--- src/rtl/mmap_pkg.sv ---
package mmap_pkg;

    typedef enum logic [3:0] {
        RG_NONE     = 4'd0,
        RG_MAIN     = 4'd1,
        RG_MAIN_ALT = 4'd2,
        RG_IO       = 4'd3,
        RG_FW       = 4'd4,
        RG_SLOT     = 4'd5,
        RG_EXP      = 4'd6,
        RG_D        = 4'd7,
        RG_D_ALT    = 4'd8,
        RG_EF       = 4'd9,
        RG_ROMPG    = 4'd10
    } region_e;

    typedef enum logic [2:0] {
        Z_LOW   = 3'd0,
        Z_IO    = 3'd1,
        Z_SLOT  = 3'd2,
        Z_EXP   = 3'd3,
        Z_UPPER = 3'd4
    } zone_e;

    localparam logic [15:0] LIM_LOW  = 16'hBFFF;
    localparam logic [15:0] LIM_IO   = 16'hC0FF;
    localparam logic [15:0] LIM_SLOT = 16'hC7FF;
    localparam logic [15:0] LIM_EXP  = 16'hCFFF;
    localparam logic [15:0] LIM_D    = 16'hDFFF;
    localparam logic [15:0] REL_ADDR = 16'hCFFF;
    localparam logic [7:0]  FILL     = 8'hF4;
    localparam int          SLOT_W   = 3;

    typedef struct packed {
        logic [SLOT_W-1:0] owner;
    } own_state_t;

endpackage

--- src/rtl/mmap_classify.sv ---
module mmap_classify
    import mmap_pkg::*;
(
    input  logic [15:0] addr,
    output zone_e       zone
);
    // Priority by ascending address limit.
    always_comb begin
        if (addr <= LIM_LOW)       zone = Z_LOW;
        else if (addr <= LIM_IO)   zone = Z_IO;
        else if (addr <= LIM_SLOT) zone = Z_SLOT;
        else if (addr <= LIM_EXP)  zone = Z_EXP;
        else                       zone = Z_UPPER;
    end
endmodule

--- src/rtl/mmap_upper.sv ---
module mmap_upper
    import mmap_pkg::*;
#(
    parameter int BLK_W  = 3,
    parameter int PAGE_W = 2,
    parameter int BANK_W = 3
) (
    input  logic [15:0]       addr,
    input  logic              ram_on,
    input  logic              alt_d,
    input  logic [BLK_W-1:0]  block,
    input  logic [PAGE_W-1:0] page,
    output region_e           rg,
    output logic [BANK_W-1:0] bank
);
    always_comb begin
        if (ram_on) begin
            bank = BANK_W'(block);
            if (addr <= LIM_D) rg = alt_d ? RG_D_ALT : RG_D;
            else               rg = RG_EF;
        end else begin
            bank = BANK_W'(page);
            rg   = RG_ROMPG;
        end
    end
endmodule

--- src/rtl/mmap_owner.sv ---
module mmap_owner
    import mmap_pkg::*;
(
    input  logic              clk,
    input  logic              rst_n,
    input  logic              set_en,
    input  logic [SLOT_W-1:0] set_slot,
    input  logic              clr_en,
    output logic [SLOT_W-1:0] owner
);
    own_state_t st_d, st_q;

    always_comb begin
        st_d = st_q;
        if (set_en)      st_d.owner = set_slot;
        else if (clr_en) st_d.owner = '0;
    end

    always_ff @(posedge clk or negedge rst_n) begin
        if (!rst_n) st_q <= '0;
        else        st_q <= st_d;
    end

    assign owner = st_q.owner;
endmodule

--- src/rtl/mmap_decoder.sv ---
module mmap_decoder
    import mmap_pkg::*;
#(
    parameter int NUM_BLOCKS = 8,
    parameter int ROM_PAGES  = 4,
    localparam int BLK_W  = (NUM_BLOCKS > 1) ? $clog2(NUM_BLOCKS) : 1,
    localparam int PAGE_W = (ROM_PAGES > 1) ? $clog2(ROM_PAGES) : 1,
    localparam int BANK_W = (BLK_W > PAGE_W) ? BLK_W : PAGE_W
) (
    input  logic              clk,
    input  logic              rst_n,
    input  logic              acc_valid,
    input  logic              acc_wr,
    input  logic [15:0]       acc_addr,
    input  logic              alt_rd,
    input  logic              alt_wr,
    input  logic              fw_all,
    input  logic              fw_slot3,
    input  logic              hi_ram_rd,
    input  logic              hi_ram_wr,
    input  logic              hi_alt_d,
    input  logic [BLK_W-1:0]  hi_block,
    input  logic [PAGE_W-1:0] rom_page,
    output logic [3:0]        region,
    output logic [BANK_W-1:0] bank_idx,
    output logic [2:0]        slot_num,
    output logic [2:0]        exp_owner,
    output logic              wr_en,
    output logic [7:0]        fill_byte
);
    zone_e             zone;
    region_e           up_rg, rg;
    logic [BANK_W-1:0] up_bk, bk;
    logic [SLOT_W-1:0] page_slot, sl, owner_q;
    logic              is_rd, own_set, own_clr;

    assign is_rd     = !acc_wr;
    assign page_slot = acc_addr[10:8];

    mmap_classify u_cls (.addr(acc_addr), .zone(zone));

    mmap_upper #(.BLK_W(BLK_W), .PAGE_W(PAGE_W), .BANK_W(BANK_W)) u_up (
        .addr   (acc_addr),
        .ram_on (acc_wr ? hi_ram_wr : hi_ram_rd),
        .alt_d  (hi_alt_d),
        .block  (hi_block),
        .page   (rom_page),
        .rg     (up_rg),
        .bank   (up_bk)
    );

    mmap_owner u_own (
        .clk      (clk),
        .rst_n    (rst_n),
        .set_en   (own_set),
        .set_slot (page_slot),
        .clr_en   (own_clr),
        .owner    (owner_q)
    );

    always_comb begin
        rg      = RG_NONE;
        sl      = '0;
        bk      = '0;
        own_set = 1'b0;
        own_clr = 1'b0;
        case (zone)
            Z_LOW:  rg = (acc_wr ? alt_wr : alt_rd) ? RG_MAIN_ALT : RG_MAIN;
            Z_IO:   rg = RG_IO;
            Z_SLOT: begin
                if (is_rd && (fw_all || (fw_slot3 && page_slot == 3'd3))) begin
                    rg = RG_FW;
                end else begin
                    rg      = RG_SLOT;
                    sl      = page_slot;
                    own_set = acc_valid;
                end
            end
            Z_EXP: begin
                if (is_rd && fw_all) begin
                    rg = RG_FW;
                end else begin
                    if (owner_q != '0) begin
                        rg = RG_EXP;
                        sl = owner_q;
                    end
                    own_clr = acc_valid && (acc_addr == REL_ADDR);
                end
            end
            Z_UPPER: begin
                rg = up_rg;
                bk = up_bk;
            end
            default: rg = RG_NONE;
        endcase
    end

    assign region    = rg;
    assign bank_idx  = bk;
    assign slot_num  = sl;
    assign exp_owner = owner_q;
    assign wr_en     = acc_valid && acc_wr && (rg != RG_NONE);
    assign fill_byte = (is_rd && rg == RG_NONE) ? FILL : 8'h00;
endmodule

--- config.mk ---
export PLATFORM = sky130hd
export DESIGN_NAME = mmap_decoder
export DESIGN_NICKNAME = d
export VERILOG_FILES = /design/src/rtl/mmap_pkg.sv /design/src/rtl/mmap_classify.sv /design/src/rtl/mmap_upper.sv /design/src/rtl/mmap_owner.sv /design/src/rtl/mmap_decoder.sv
export SDC_FILE = /design/constraint.sdc
export NUM_CORES = 1
export LEC_CHECK = 0
export ABC_AREA = 1
export CORE_MARGIN = 8
export CORE_UTILIZATION = 34
export CTS_CLUSTER_SIZE = 30
export DETAILED_ROUTE_END_ITERATION = 10
export GPL_TIMING_DRIVEN = 1
export PLACE_DENSITY = 0.86
export SYNTH_ARGS = -nofsm -noshare
export SYNTH_HDL_FRONTEND = slang
export SYNTH_SLANG_ARGS = --single-unit
--- constraint.sdc ---
create_clock -name clk -period 2.8 [get_ports clk]
set_input_delay 0.42 -clock clk [delete_from_list [all_inputs] [get_ports clk]]
set_output_delay 0.42 -clock clk [all_outputs]
set_load 0.05 [all_outputs]
==> impl_results.md <==
* Top-area cell type share of the netlist area at 18.8%
* DR vias at 870
* Max Fanout on Critical Path at 5
* Net count reported at finish at 198
* Max_slew headroom at 65.7%
* Vias in the first global route at 829
* Critical Path AT at 2.13 ns
* Post-CTS setup buffer count at 0
* Initial Utilization at 35.9%
* DR DRC count at 0
* Drt initial violations at 24
* Rows at 15
* DR WL/cell at 12.2 microns
* Vias/cell at 4.58
* Power share of the clock group at 18.7%
* Clk_lat worst skew at 0.25 ns
* Met1 usage at 14.4%
* Seq pwr share at 13.4%
* Util after Layout at 72.5%
* Status: complete, no violations
* Placeable Area at 1730 sq um
* Final setup viols at 0
* Worst Reg-to-Reg Cells at 2
* Post-synth EDFFs at 0
* CTS Root Cell: clkbuf_4
* Logic pwr share at 67.9%
* Synth Instances at 115
* Pins Over Slew Limit at 0
* Startpoint types: input pin
* Final period util at 91.1%
* Post-CTS sizing at 0
* Die area at 3450 sq um
* Clk pin slew, worst setup/hold paths at 0.04 ns
* Antenna cell count at 0
* Area growth, synth to finish at 102%
* Routing usage on met3 at 5.43%
* Final hold violation count at 0
* Clock Path Buffers at 2
* Die H at 58.7 microns
* Hold bufs inserted after CTS at 0
* Internal power at 0.236 mW
* Yosys reg bits at 3
* Largest net degree at the start of global routing at 7
* Switching power at 0.218 mW
* Fraction of registers with async set/reset at 100%
* Critical Path RT at 2.38 ns
* Fmax at 392 MHz
* Setup TNS at 0 ns
* Met2 GRT Util at 23.5%
* I/O pins at 54
* DPL Wire Length at 2030 microns
* Sw Ratio at 48.0%
* Initial antenna violation count at 0
* Post-route minimum period at 2.55 ns
* Hold slack at 0.350 ns
* Most Crowded Layer GR: met2
* Max cap viols at 0
* CTS sink count at 3
* Leak Pwr at 0.622 nW
* Worst vdd ir at 296 uV
* Initial DRT Pass Iterations at 4
* Die Span X at 58.7 microns
* Worst hold path class: input pin to asynchronous set/reset pin
* ANT nets after route at 0
* Avg Cell Area, Syn at 5.40 sq um
* Final WL at 2320 microns
* CP Capture Type: output port
* # port buffers at 50
* GRT Residual Overflow at 0
* Synth cell types at 16
* CTS Buf Count at 3
* Setup Skew at 0 ns
* Synth cell count leaders: 31 x nand2_1, 21 x inv_1, 17 x nor2_1
* Ys flop type: dfrtp_1
* WS Path Type: input pin to output port
* Worst Max-Slew Pin Slew at 0.513 ns
* Gp weighted congestion at 0.853
* Pwr Total at 0.453 mW
* RSZ-0062 raised after global routing: false
* Post-synthesis instance area at 621 sq um
* Top post-synthesis cells by area: nand2_1 19%, inv_1 13%, dfrtp_1 12%
* Pwr Density at 362 nW/um^2
* CTS tree: yes
* Share of layout cells above drive strength 1 at 23.0%
* Global-route wire length before repair at 3770 microns
* Gr usage total at 13.6%
* Htree depth at 1
* Sequential-to-total area share from yosys stat at 12.1%
* Most frequent cell after synthesis: nand2_1
* Max FFs per register at 3
* Synth Warn # at 0
* Area leader, netlist: nand2_1
## cells in the final DEF, fill, tap and decap left out
cell type,Yosys,layout
nor2_1,17,17
conb_1,1,3
nor2_4,4,4
nand3_1,7,7
inv_2,1,1
buf_12,0,12
clkbuf_1,0,1
dfrtp_1,3,3
clkbuf_4,0,3
nor2_2,4,4
a21oi_1,1,1
a21oi_2,1,1
nand2_4,1,1
o22ai_1,6,6
buf_4,7,5
inv_1,21,21
clkdlybuf4s50_1,0,34
nand2_2,7,7
o21ai_0,3,3
nand2_1,31,31
## layer usage
layer | vias to the layer above | part of all wire [%]
met5 | - | 0
met4 | 0 | 1.5
met3 | 6 | 11
met2 | 49 | 50
met1 | 378 | 38
li1 | 437 | -
## metrics by stage
stage,cell area (sq um),std cells,worst slack [ns]
floorplan,628,117,0.0229
global placement,1220,186,0.252
detailed placement,1220,186,0.256
CTS,1250,190,0.252
global route,1250,190,0.121
finish,1250,190,0.248
## path summary, 6_finish.rpt
path,startpoint,end,slack [ns]
worst max-delay path,acc_addr[10],fill_byte[4],0.25
worst min-delay path,rst_n,u_own.owner[0]$_DFFE_PN0P_,0.35
worst max register to register,u_own.owner[2]$_DFFE_PN0P_,u_own.owner[2]$_DFFE_PN0P_,2.10
worst min register to register,u_own.owner[1]$_DFFE_PN0P_,u_own.owner[1]$_DFFE_PN0P_,0.58
max in group asynchronous,rst_n,u_own.owner[2]$_DFFE_PN0P_,2.31
min in group clk,u_own.owner[1]$_DFFE_PN0P_,u_own.owner[1]$_DFFE_PN0P_,0.58
## power by group through the flow
| stage | Clock [mW] | Sequential (mW) | Combinational (mW) |
|---|---|---|---|
| 6_report | 0.0848 | 0.0607 | 0.308 |
| 5_1_grt | 0.0906 | 0.0619 | 0.326 |
| 4_1_cts | 0.0860 | 0.0607 | 0.308 |
| 3_5_place_dp | 0 | 0.0617 | 0.307 |
| 3_3_place_gp | 0 | 0.0617 | 0.302 |
| 2_1_floorplan | 0 | 0.103 | 0.130 |
## worst max-delay path: stages
cell             delay [ns]
clkdlybuf4s50_1        0.43
inv_1                  0.12
nand2_1                0.06
o21ai_0                0.17
nand2_1                0.11
nand2_2                0.12
nand2_2                0.10
nor2_2                 0.10
nand2_1                0.06
nor2_1                 0.08
buf_4                  0.20
buf_12                 0.15
## logic make-up (layout without fill, tap and decap cells)
kind of cell           count (synthesis)  count (layout)  share of synthesized area (%)
AND/OR/NAND/NOR                       71              71                           54.8
buffers and inverters                 29              77                           21.8
AO/OA/AOI/OAI                         11              11                           10.7
flip-flops                             3               3                           12.1
other                                  1               3                          0.604
## area by class of cell
class / count / area, sq um
Clock buffer: 4 / 26.3
Tap cell: 25 / 31.3
Fill cell: 132 / 475
Sequential cell: 3 / 75.1
Timing Repair Buffer: 51 / 618
Multi-Input combinational cell: 85 / 418
Inverter: 22 / 82.6
No activity file was read; power rests on OpenSTA's default activity.
